[config.mk]
export PLATFORM = sky130hd
export DESIGN_NAME = table_sequencer
export DESIGN_NICKNAME = d
export VERILOG_FILES = /design/src/rtl/seq_pkg.sv /design/src/rtl/seq_rst_sync.sv /design/src/rtl/seq_next_table.sv /design/src/rtl/seq_state_reg.sv /design/src/rtl/table_sequencer.sv
export SDC_FILE = /design/constraint.sdc
export NUM_CORES = 1
export LEC_CHECK = 0
export ABC_CLOCK_PERIOD_IN_PS = 2840
export BUFFER_PORTS_ARGS = -buffer_cell sky130_fd_sc_hd__clkbuf_2
export CAP_MARGIN = 20
export CORE_AREA = 10 10 92 94
export CTS_BUF_LIST = sky130_fd_sc_hd__clkbuf_16
export DETAILED_ROUTE_END_ITERATION = 7
export DIE_AREA = 0 0 102 104
export GPL_TIMING_DRIVEN = 0
export PLACE_DENSITY = 0.65
export SLEW_MARGIN = 25
export SYNTH_ARGS = -nofsm -noshare
export SYNTH_HDL_FRONTEND = slang
export SYNTH_SLANG_ARGS = --single-unit
[constraint.sdc]
create_clock -name clk_i -period 2.84 [get_ports clk_i]
set_clock_uncertainty 0.05 [all_clocks]
set_input_delay 0.568 -clock clk_i [delete_from_list [all_inputs] [get_ports clk_i]]
set_output_delay 0.568 -clock clk_i [all_outputs]
set_load 0.05 [all_outputs]
[src/rtl/seq_pkg.sv]
`timescale 1ns/1ps
package seq_pkg;
  // Value held by a table entry after reset: the increment successor.
  function automatic int unsigned reset_successor(int unsigned idx, int unsigned depth);
    return (idx + 1) % depth;
  endfunction
endpackage

[src/rtl/seq_rst_sync.sv]
`timescale 1ns/1ps
module seq_rst_sync (
  input  logic clk_i,
  input  logic rst_ni,
  output logic rst_sync_no
);
  logic [1:0] stage_q;

  always_ff @(posedge clk_i or negedge rst_ni) begin
    if (!rst_ni) stage_q <= 2'b00;
    else         stage_q <= {stage_q[0], 1'b1};
  end

  assign rst_sync_no = stage_q[1];
endmodule

[src/rtl/seq_next_table.sv]
`timescale 1ns/1ps
module seq_next_table #(
  parameter int unsigned STATE_W = 4
) (
  input  logic                       clk_i,
  input  logic                       rst_ni,
  input  logic                       wr_en_i,
  input  logic [STATE_W-1:0]         wr_addr_i,
  input  logic [STATE_W-1:0]         wr_data_i,
  input  logic [STATE_W-1:0]         rd_addr_i,
  output logic [STATE_W-1:0]         rd_data_o,
  output logic [(2**STATE_W)*STATE_W-1:0] tbl_o
);
  localparam int unsigned DEPTH = 2 ** STATE_W;

  for (genvar e = 0; e < DEPTH; e++) begin : g_entry
    localparam logic [STATE_W-1:0] INIT =
      STATE_W'(seq_pkg::reset_successor(e, DEPTH));
    logic               sel;
    logic [STATE_W-1:0] entry_d;
    logic [STATE_W-1:0] entry_q;

    always_comb begin
      sel     = wr_en_i && (wr_addr_i == STATE_W'(e));
      entry_d = sel ? wr_data_i : entry_q;
    end

    always_ff @(posedge clk_i or negedge rst_ni) begin
      if (!rst_ni) entry_q <= INIT;
      else         entry_q <= entry_d;
    end

    assign tbl_o[e*STATE_W +: STATE_W] = entry_q;
  end

  always_comb begin
    rd_data_o = tbl_o[rd_addr_i*STATE_W +: STATE_W];
  end
endmodule

[src/rtl/seq_state_reg.sv]
`timescale 1ns/1ps
module seq_state_reg #(
  parameter int unsigned STATE_W = 4
) (
  input  logic               clk_i,
  input  logic               rst_ni,
  input  logic [STATE_W-1:0] next_i,
  output logic [STATE_W-1:0] state_o
);
  logic [STATE_W-1:0] state_d;
  logic [STATE_W-1:0] state_q;

  always_comb begin
    state_d = next_i;
  end

  always_ff @(posedge clk_i or negedge rst_ni) begin
    if (!rst_ni) state_q <= '0;
    else         state_q <= state_d;
  end

  assign state_o = state_q;
endmodule

[src/rtl/table_sequencer.sv]
`timescale 1ns/1ps
module table_sequencer #(
  parameter int unsigned STATE_W = 4
) (
  input  logic               clk_i,
  input  logic               rst_ni,
  input  logic               wr_en_i,
  input  logic [STATE_W-1:0] wr_addr_i,
  input  logic [STATE_W-1:0] wr_data_i,
  output logic [STATE_W-1:0] state_o
);
  localparam int unsigned DEPTH = 2 ** STATE_W;

  logic                       rst_sync_n;
  logic [STATE_W-1:0]         cur_state;
  logic [STATE_W-1:0]         rd_data;
  logic [DEPTH*STATE_W-1:0]   tbl_flat;

  seq_rst_sync u_rst (
    .clk_i       (clk_i),
    .rst_ni      (rst_ni),
    .rst_sync_no (rst_sync_n)
  );

  seq_next_table #(.STATE_W(STATE_W)) u_table (
    .clk_i     (clk_i),
    .rst_ni    (rst_sync_n),
    .wr_en_i   (wr_en_i),
    .wr_addr_i (wr_addr_i),
    .wr_data_i (wr_data_i),
    .rd_addr_i (cur_state),
    .rd_data_o (rd_data),
    .tbl_o     (tbl_flat)
  );

  seq_state_reg #(.STATE_W(STATE_W)) u_state (
    .clk_i   (clk_i),
    .rst_ni  (rst_sync_n),
    .next_i  (rd_data),
    .state_o (cur_state)
  );

  assign state_o = cur_state;
endmodule

## After elaboration in Yosys (flattened, before gate mapping)

Cells that the tools add are included.
W data, S select, Z words.

| operators by class | value |
|---|---|
| reductions and logical operators | 17 |
| equal/unequal tests | 15 |
| shifts and indexed selects | 1 |

Operator list:

| kind | number |
|---|---|
| $shiftx A64 B7 Y4 | 1 |
| $eq A4 B4 Y1 const B | 8 |
| $eq A4 B3 Y1 const B | 4 |
| $logic_and A1 B1 Y1 | 16 |
| $eq A4 B2 Y1 const B | 2 |
| $eq A4 B1 Y1 const B | 1 |
| $logic_not A4 Y1 | 1 |

| word-level totals | value |
|---|---|
| register bits after elaboration | 70 |
| input bits | 11 |

## Depth between registers and ports, before layout

Gate-level depths: netlist of run 1.

| depth | value |
|---|---|
| word-level depth | 2 |
| gate-level depth with buffers | 5 |
| mapped depth without buffers | 3 |

## Modules after synthesis

A second synthesis of run 1 with hierarchy kept.

| second synthesis, totals | value |
|---|---|
| cells, all modules | 202 |
| area, all modules | 3209.3 µm² |

Modules (own cells, without submodules):

| module | cells each | area an instance (µm²) | seq. area each (µm²) | instances |
|---|---|---|---|---|
| seq_next_table | 195 | 3055.4 | 1641.6 | 1 |
| seq_state_reg | 4 | 100.1 | 100.1 | 1 |
| seq_rst_sync | 3 | 53.8 | 50.0 | 1 |

## Worst setup path before layout of run 1

OpenSTA, ideal clock, no wires.

| timing path | value |
|---|---|
| path kind | register to register |
| start point | register u_state.state_q[0], in the netlist u_state.state_o[0] |
| end point | register u_state.state_q[1], in the netlist u_state.state_o[1] |
| setup time | 127 ps |
| setup slack | 1007 ps |
| buffers on the path | 2 |
| arrival time | 1656 ps |
| period minus slack after synthesis | 1833 ps |
| required time | 2663 ps |
| stages on the path, launching flop included | 6 |
| cell sequence | dfrtp_1 > buf_6 > buf_12 > mux4_2 > a22oi_1 > nand3_1 |

| between the ends | value |
|---|---|
| longest elaborated chain between the ends | 1 |

Ends and longest elaborated chain:

| item | RTL line | source |
|---|---|---|
| start, declared | seq_state_reg.sv:11 | `logic [STATE_W-1:0] state_q;` |
| start signal, assigned | seq_state_reg.sv:19 | `else state_q <= state_d;` |
| $shiftx A64 B7 Y4 | seq_next_table.sv:37 | `rd_data_o = tbl_o[rd_addr_i*STATE_W +: STATE_W];` |
| named net rd_data[1] | table_sequencer.sv:16 | `logic [STATE_W-1:0] rd_data;` |

The timed path passes the listed nets, and every way through them passes these cells.
A chain may end at the register's enable or synchronous reset.

## Final worst setup path of run 1

| timing path | value |
|---|---|
| start point | register u_state.state_q[1], in the netlist u_state.state_o[1] |
| end point | register u_state.state_q[2], in the netlist u_state.state_o[2] |

The elaborated chain is that of the path after synthesis.

==> flow_metrics.py, run 1 <==
metrics = {
    "routing": {
        "first_iter_violations": 73,
        "vias_per_cell": 5.82,
        "totalWireLength_mm": 6.55,
        "drcViolationCount": 0,
        "post_drt_wl_per_cell_um": 20.9,
        "vias": 1826,
        "ant_nets": 0,
        "dr.pass1.iters": 4,
    },
    "synth": {
        "avgSynthCellArea_sq_um": 15.9,
        "synthCells": 202,
        "yosysWarnings": 0,
        "synth_area_leaders": "dfrtp_1 30%, dfstp_2 26%, mux2_2 22%, mux4_1 11%, nand3_1 1.4%",
        "netlist_area_sq_mm": 0.00321,
        "synth_fp_nets": 213,
        "yosys.area.top_type": "dfrtp_1",
        "synth_top_area_share_pct": 29.6,
        "yosys_register_bits": 70,
        "synth-seq-area-share_pct": 55.8,
        "synth_cell_types": 20,
    },
    "die": {
        "dieArea_sq_mm": 0.0106,
        "rows": 30,
        "core_sq_mm": 0.00668,
        "die_w_um": 102,
        "boundaryPins": 15,
        "initial_core_util_pct": 48.1,
        "die_h_um": 104,
    },
    "sta": {
        "layout_setup_ws_ns": 1.04,
        "finalHoldViolCount": 0,
        "period_needed_ns": 1.80,
        "setup_viol": 0,
        "slew_viol_final": 0,
        "rsz0062_at_grt": "no",
        "fin_crit_sh_pct": 63.2,
        "max_clock_freq_mhz": 557,
        "worst_pin_slew_ns": 0.642,
        "relSlewSlack_pct": 57.1,
        "finalSetupTns_ns": 0,
    },
    "clock_tree": {
        "h-tree-depth": 3,
        "root_buffer": "clkbuf_16",
        "clk_path_buf_depth": 2,
        "clkSinkCount": 70,
        "tritoncts": "done",
        "clkTransAtPathRegs_ns": 0.05,
        "numCtsBuffers": 9,
        "clock_latency_ns": 0.32,
    },
    "global_routing": {
        "grt_pass1_wl_mm": 10.7,
        "grt_pass1_vias": 1926,
        "antenna_found_initial": 0,
        "grt_overflow": 0,
        "grt_usage_pct": 13.4,
        "grt_max_degree": 38,
    },
    "placement": {
        "port_buffers": 14,
        "dpl.hpwl_mm": 4.67,
        "gp_congestion": 0.770,
        "dp_slack_ns": 0.771,
    },
    "layout": {
        "antenna_cells": 0,
        "final_nets": 240,
        "area_growth_pct": 15.9,
        "fillers": 576,
        "drive_gt1_share_pct": 55.1,
    },
    "run": {
        "drv_cap": 0,
    },
    "critical_path": {
        "crit_type": "reg2reg",
        "cp-end-kind": "register",
        "cp.arrival_ns": 1.95,
        "crit_fanout": 10,
        "required_ns": 2.99,
        "cp-start-kind": "register",
    },
    "power": {
        "p_per_area_mw_per_mm2": 945,
        "p_leak_uw": 0.00156,
        "ir_drop_mv": 0.448,
    },
    "status": {
        "status": "complete, no violations",
    },
    "worst_hold_path": {
        "hp-class": "reg2async",
    },
}
[area by class of cell]
cell class / count / area (sq um) / area share (%)
clock buffer: 9 / 225 / 6.05
sequential: 70 / 1800 / 48.3
clock inverter: 7 / 80.1 / 2.15
buffer: 8 / 55.1 / 1.48
multi-input combinational: 124 / 1370 / 36.7
tap: 80 / 100 / 2.69
timing repair buffer: 16 / 100 / 2.69
[sequential cells by signal, indices dropped and copies added, names as in the netlist]
name / cells
u_table.g_entry.entry_q: 64
u_state.state_o: 4
u_rst.stage_q: 2
[synth_stat cells]
cell type,count
mux2_2,64
nand2_1,6
clkbuf_1,5
nor3b_1,1
dfstp_2,32
or3_1,3
a22oi_1,4
buf_2,1
nor2_1,11
dfrtp_1,38
nor2b_1,2
nand2b_1,2
mux4_1,14
nand3b_1,4
mux4_2,2
and2b_1,1
nand3_1,9
buf_6,1
conb_1,1
buf_12,1
[worst paths after layout]
kind	slack [ns]	endpoint	cells past startpoint	startpoint
min	0.22	u_table.g_entry[13].entry_q[0]	0	u_rst.stage_q[1]
max in group asynchronous	1.91	u_table.g_entry[0].entry_q[0]	1	u_rst.stage_q[1]
min reg2reg	0.22	u_table.g_entry[13].entry_q[0]	0	u_rst.stage_q[1]
max reg2reg	1.04	u_state.state_o[2]	5	u_state.state_o[1]
min in group clk_i	0.30	u_rst.stage_q[1]	0	u_rst.stage_q[0]
max	1.04	u_state.state_o[2]	5	u_state.state_o[1]
[power by group]
group | switching [uW] | internal, uW
combinational | 434 | 491
clock | 382 | 753
sequential | 139 | 1320
total | 955 | 2560
[worst max-delay path, stage by stage, from the launching register on]
cell	delay (ns)
dfrtp_1	0.35
clkbuf_1	0.31
buf_2	0.35
mux4_2	0.36
a22oi_1	0.16
nand3_1	0.09
[cell families (layout without fill, tap and decap cells)]
| group | count (synthesis) | in the layout | synth area share (%) |
|---|---|---|---|
| flip-flops | 70 | 70 | 55.8 |
| AO/OA/AOI/OAI | 4 | 4 | 0.935 |
| multiplexers | 80 | 80 | 35.3 |
| AND/OR/NAND/NOR | 39 | 39 | 6.16 |
| buffers and inverters | 8 | 40 | 1.71 |
| other | 1 | 1 | 0.117 |
[layer usage]
metal | GRT usage (%) | routed length [um] | part of all wire [%] | vias up
met2 | 19.6 | 3100 | 47 | 38
met1 | 18.1 | 3070 | 47 | 961
met3 | 4.32 | 288 | 4.4 | 9
li1 | - | - | - | 818
met5 | 0 | 0 | 0 | -
met4 | 4.23 | 90 | 1.4 | 0
[cell usage in the layout, fill, tap and decap left out, types with 2 or more instances in the layout]
master	count
mux4_1	14
mux4_2	2
a22oi_1	4
nand2_1	6
buf_12	2
nor2b_1	2
dfrtp_1	37
bufinv_16	2
clkinv_1	3
nand3b_1	4
clkbuf_16	9
nand3_1	9
clkbuf_2	14
dfstp_2	32
mux2_2	64
or3_1	3
clkbuf_1	5
nor2_1	11
nand2b_1	2
[through the flow]
stage	cells	util, %	power, uW	hold slack, ns	instance area (sq um)
floorplan	202	-	2150	0.222	3210
global placement	296	50.6	2380	0.294	3380
detailed placement	297	51.0	2410	0.229	3410
CTS	314	55.7	3560	0.239	3720
global route	314	55.7	3690	0.270	3720
finish	314	55.7	3520	0.215	3720
[what timing repair did]
action / CTS / global route
gates resized for setup: 0 / 0
setup buffers: 0 / 0
hold buffers: 1 / 0
endpoints found under the hold margin: 2 / 0
(Power assumes the default switching activity.)
==> run 2, diff against run 1 <==
--- a/config.mk
+++ b/config.mk
@@ -5,7 +5,7 @@
 export SDC_FILE = /design/constraint.sdc
 export NUM_CORES = 1
 export LEC_CHECK = 0
-export ABC_CLOCK_PERIOD_IN_PS = 2840
+export ABC_CLOCK_PERIOD_IN_PS = 1700
 export BUFFER_PORTS_ARGS = -buffer_cell sky130_fd_sc_hd__clkbuf_2
 export CAP_MARGIN = 20
 export CORE_AREA = 10 10 92 94
==> constraint.sdc (replaced) <==
create_clock -name clk_i -period 1.7 [get_ports clk_i]
set_clock_uncertainty 0.05 [all_clocks]
set_input_delay 0.34 -clock clk_i [delete_from_list [all_inputs] [get_ports clk_i]]
set_output_delay 0.34 -clock clk_i [all_outputs]
set_load 0.05 [all_outputs]
==> flow_metrics.py, run 2 (same netlist as run 1, synthesis figures left out) <==
metrics = {
    "status": {
        "status": "complete, no violations",
    },
    "critical_path": {
        "path_depth": 5,
        "crit_top_cell": "nand3_1",
        "cp-start-kind": "register",
        "cp_top_family": "multiplexers",
        "crit_fanout": 10,
        "crit_path_max_incr_delay_ns": 0.62,
        "required_ns": 1.85,
        "cp-end-kind": "register",
        "crit_type": "reg2reg",
        "r2r_start": "u_state.state_o[0]",
        "cpMaxStageDelayCell": "mux4_1",
        "rrSetupSlack_ns": 0.05,
        "critPathCapture": "u_state.state_o[0]",
        "worstSetupStartpoint": "u_state.state_o[0]",
        "r2r_cells": 5,
        "crit_chain": "buf_6 > buf_12 > mux4_1 > nand3_1 > nand3_1",
        "cp.arrival_ns": 1.80,
        "worst-path-buf-inv": 2,
        "rr_endpoint": "u_state.state_o[0]",
    },
    "clock_tree": {
        "root_buffer": "clkbuf_16",
        "clock_latency_ns": 0.33,
        "tritoncts": "done",
        "clkSinkCount": 70,
        "clkTransAtPathRegs_ns": 0.05,
        "numCtsBuffers": 9,
        "h-tree-depth": 3,
        "clk_path_buf_depth": 2,
    },
    "placement": {
        "port_buffers": 14,
        "gp_congestion": 0.772,
        "dpl.hpwl_mm": 4.56,
    },
    "sta": {
        "relSlewSlack_pct": 59.8,
        "max_clock_freq_mhz": 605,
        "slew_viol_final": 0,
        "timing.hold.ws_ns": 0.225,
        "finalSetupTns_ns": 0,
        "fin_crit_sh_pct": 97.3,
        "period_needed_ns": 1.65,
        "setup_viol": 0,
        "worst_pin_slew_ns": 0.602,
        "finalHoldViolCount": 0,
    },
    "run": {
        "drv_cap": 0,
    },
    "power": {
        "totalPowerFinal_uw": 5570,
        "ir_drop_mv": 0.951,
        "p_per_area_mw_per_mm2": 1520,
        "p_leak_uw": 0.00153,
    },
    "global_routing": {
        "grt_max_degree": 38,
        "grt_usage_pct": 13.4,
        "grt_pass1_vias": 2016,
        "antenna_found_initial": 0,
        "grt_overflow": 0,
        "grt_pass1_wl_mm": 10.8,
    },
    "routing": {
        "totalWireLength_mm": 6.56,
        "vias_per_cell": 5.86,
        "ant_nets": 0,
        "post_drt_wl_per_cell_um": 21.0,
        "dr.pass1.iters": 4,
        "drcViolationCount": 0,
        "vias": 1828,
        "first_iter_violations": 60,
    },
    "die": {
        "core_sq_mm": 0.00668,
        "dieArea_sq_mm": 0.0106,
        "initial_core_util_pct": 48.1,
        "rows": 30,
        "boundaryPins": 15,
        "die_w_um": 102,
        "die_h_um": 104,
    },
    "layout": {
        "final_nets": 239,
        "layout.cells.most_common": "mux2_2",
        "drive_gt1_share_pct": 56.0,
        "final_cell_mix": "64 x mux2_2, 35 x dfrtp_1, 32 x dfstp_2, 14 x clkbuf_2, 13 x mux4_1",
        "largest_reg_flops": 64,
        "top_register": "u_table.g_entry.entry_q",
        "area_growth_pct": 14.1,
        "antenna_cells": 0,
        "finalCoreUtilization_pct": 54.9,
    },
    "worst_hold_path": {
        "hp-class": "reg2async",
    },
}
[run 2: worst min-delay path by stage]
| stage | startpoint | to | cells past startpoint |
|---|---|---|---|
| 2_1_floorplan | rst_ni | u_rst.stage_q[0] | 0 |
| 3_3_place_gp | rst_ni | u_rst.stage_q[0] | 1 |
| 3_5_place_dp | rst_ni | u_rst.stage_q[0] | 1 |
| 4_1_cts | u_rst.stage_q[1] | u_table.g_entry[15].entry_q[0] | 0 |
| 5_1_grt | u_rst.stage_q[1] | u_table.g_entry[15].entry_q[3] | 0 |
| 6_report | u_rst.stage_q[1] | u_table.g_entry[15].entry_q[0] | 0 |
[run 2: area by class of cell]
type,instances,area (sq um)
clock inverters,6,22.5
clock buffers,9,225
plain buffers,7,53.8
multi-input cells,124,1370
well taps,80,100
repair buffers,16,100
fillers,567,3020
flip-flops and latches,70,1800
[run 2: repair_timing]
item	in CTS	in global routing
endpoints found under the setup margin	4	1
hold buffers	1	0
setup buffers	0	0
endpoints found under the hold margin	2	0
pin swaps	0	0
gates resized for setup	1	2
[run 2: metrics by stage]
step | worst slack (ns) | instance area (sq um) | std cells
after floorplan | 0.00500 | 3220 | 202
after global placement | -0.118 | 3390 | 296
after detailed placement | -0.121 | 3410 | 297
after CTS | 0.0660 | 3660 | 312
after global routing | -0.0241 | 3670 | 312
final | 0.0465 | 3670 | 312
[run 2: layer usage]
| metal | share of wire [%] | up-vias | GRT usage (%) | wire (um) |
|---|---|---|---|---|
| met3 | 4.1 | 10 | 3.19 | 268 |
| met2 | 47 | 30 | 19.5 | 3060 |
| li1 | - | 811 | - | - |
| met4 | 1.8 | 0 | 5.75 | 117 |
| met1 | 47 | 977 | 18.3 | 3110 |
| met5 | 0 | - | 0 | 0 |
[run 2: report_power, final]
group          internal, uW  switching (uW)  leakage (uW)
sequential             2200             260      0.000798
clock                   945             625      0.000128
combinational           832             708      0.000603
==> run 3, diff against run 2 <==
--- a/config.mk
+++ b/config.mk
@@ -14,6 +14,7 @@
 export DIE_AREA = 0 0 102 104
 export GPL_TIMING_DRIVEN = 0
 export PLACE_DENSITY = 0.65
+export RECOVER_POWER = 25
 export SLEW_MARGIN = 25
 export SYNTH_ARGS = -nofsm -noshare
 export SYNTH_HDL_FRONTEND = slang
==> flow_metrics.py, run 3 (same netlist as run 1, synthesis figures left out) <==
metrics = {
    "worst_hold_path": {
        "hp-class": "in2async",
    },
    "clock_tree": {
        "root_buffer": "clkbuf_16",
        "numCtsBuffers": 9,
        "h-tree-depth": 3,
        "cts_setup_buffers": 0,
        "tritoncts": "done",
        "clkSinkCount": 70,
        "clkTransAtPathRegs_ns": 0.05,
        "clock_latency_ns": 0.33,
        "clk_path_buf_depth": 2,
    },
    "sta": {
        "slew_viol_final": 0,
        "period_needed_ns": 1.65,
        "max_clock_freq_mhz": 605,
        "finalHoldViolCount": 0,
        "relSlewSlack_pct": 13.7,
        "setup_viol": 0,
        "fin_crit_sh_pct": 97.3,
        "worst_pin_slew_ns": 1.29,
    },
    "critical_path": {
        "critPathCapture": "u_state.state_o[0]",
        "r2r_start": "u_state.state_o[0]",
        "worstSetupStartpoint": "u_state.state_o[0]",
        "cp.arrival_ns": 1.80,
        "r2r_cells": 5,
        "cp-end-kind": "register",
        "rr_endpoint": "u_state.state_o[0]",
        "rrSetupSlack_ns": 0.05,
        "cp-start-kind": "register",
        "required_ns": 1.85,
        "crit_fanout": 10,
        "crit_type": "reg2reg",
    },
    "placement": {
        "dpl_cell_area_sq_mm": 0.00341,
        "dpl.hpwl_mm": 4.56,
        "port_buffers": 14,
        "gp_congestion": 0.772,
    },
    "global_routing": {
        "grt_usage_pct": 13.4,
        "grt_max_degree": 38,
        "grt_overflow": 0,
        "antenna_found_initial": 0,
        "grt_pass1_wl_mm": 10.8,
        "grt_pass1_vias": 2016,
    },
    "routing": {
        "ant_nets": 0,
        "dr.pass1.iters": 4,
        "vias_per_cell": 5.83,
        "post_drt_wl_per_cell_um": 21.0,
        "totalWireLength_mm": 6.54,
        "drcViolationCount": 0,
        "vias": 1820,
        "first_iter_violations": 57,
    },
    "power": {
        "p_per_area_mw_per_mm2": 1520,
        "p_leak_uw": 0.00153,
        "pwr-share-seq_pct": 44.2,
        "p_sw_share_pct": 28.6,
        "power_frac_comb_pct": 27.6,
        "p_switching_uw": 1590,
        "ir_drop_mv": 0.950,
        "power_frac_clock_pct": 28.2,
        "p_int_uw": 3980,
    },
    "layout": {
        "final_cell_mix": "64 x mux2_2, 36 x dfrtp_1, 32 x dfstp_2, 13 x mux4_1, 13 x clkbuf_2",
        "fillers": 570,
        "final_cell_area_sq_mm": 0.00366,
        "antenna_cells": 0,
        "largest_reg_flops": 64,
        "finalCoreUtilization_pct": 54.8,
        "drive_gt1_share_pct": 55.2,
        "area_growth_pct": 14.0,
        "top_register": "u_table.g_entry.entry_q",
        "layout.cells.most_common": "mux2_2",
        "final_nets": 239,
    },
    "die": {
        "rows": 30,
        "initial_core_util_pct": 48.1,
        "die_w_um": 102,
        "core_sq_mm": 0.00668,
        "die_h_um": 104,
        "boundaryPins": 15,
        "dieArea_sq_mm": 0.0106,
    },
    "run": {
        "drv_cap": 0,
    },
    "status": {
        "status": "complete, no violations",
    },
}
## run 3: changes by cell type in the layout (fill, tap and decap cells not counted)
cell and delta:
clkbuf_1 +1, clkbuf_2 -1, dfrtp_1 +1, dfrtp_4 -1
## run 3: cell type report
type | count | area, sq um | area share [%]
well taps | 80 | 100 | 2.73
clock inverters | 6 | 22.5 | 0.615
repair buffers | 16 | 98.8 | 2.70
multi-input cells | 124 | 1370 | 37.3
clock buffers | 9 | 225 | 6.15
flip-flops and latches | 70 | 1790 | 49.0
plain buffers | 7 | 53.8 | 1.47
## run 3: per-stage QoR
stage          setup TNS (ns)  setup WS, ns  hold WS [ns]  cells  total power [uW]
5_1_grt               -0.0241       -0.0241         0.300    312              5870
6_report                    0        0.0459         0.267    312              5570
3_3_place_gp            -1.38        -0.118        0.0752    296              3970
2_1_floorplan               0       0.00500      -0.00559    202              3600
4_1_cts                     0        0.0660         0.238    312              5610
3_5_place_dp            -1.41        -0.121        0.0793    297              4010
## run 3: layer usage
layer	vias to the layer above	track usage [%]	part of all wire, %
li1	809	-	-
met1	971	18.3	48
met2	30	19.5	46
met3	10	3.19	4.1
met4	0	5.75	1.8
met5	-	0	0
## run 3: worst max-delay path: stages (launching register included)
cell and delay, ns:
dfrtp_2 0.36, buf_6 0.15, buf_12 0.16, mux4_1 0.62, nand3_1 0.12, nand3_1 0.08
## run 3: repair_timing
item                                   CTS  global route
endpoints found under the hold margin    2             0
setup endpoints to repair                4             1
pin swaps                                0             0
hold buffers                             1             0
gates resized for setup                  1             2
## run 3: how the worst min path moves through the flow
stage                                      to  slack [ns]              from  cells after the start
4_1_cts        u_table.g_entry[15].entry_q[0]        0.24  u_rst.stage_q[1]                      0
3_3_place_gp                 u_rst.stage_q[0]        0.08            rst_ni                      1
5_1_grt                      u_rst.stage_q[0]        0.30            rst_ni                      2
6_report                     u_rst.stage_q[0]        0.27            rst_ni                      2
2_1_floorplan                u_rst.stage_q[0]      -0.006            rst_ni                      0
3_5_place_dp                 u_rst.stage_q[0]        0.08            rst_ni                      1
## run 3: power groups by stage
stage               Clock (uW)  Combinational, uW  Sequential, uW
detailed placement           0               1550            2460
finish                    1570               1540            2460
floorplan                    0               1070            2540
CTS                       1610               1530            2460
global route              1670               1670            2530
global placement             0               1510            2460
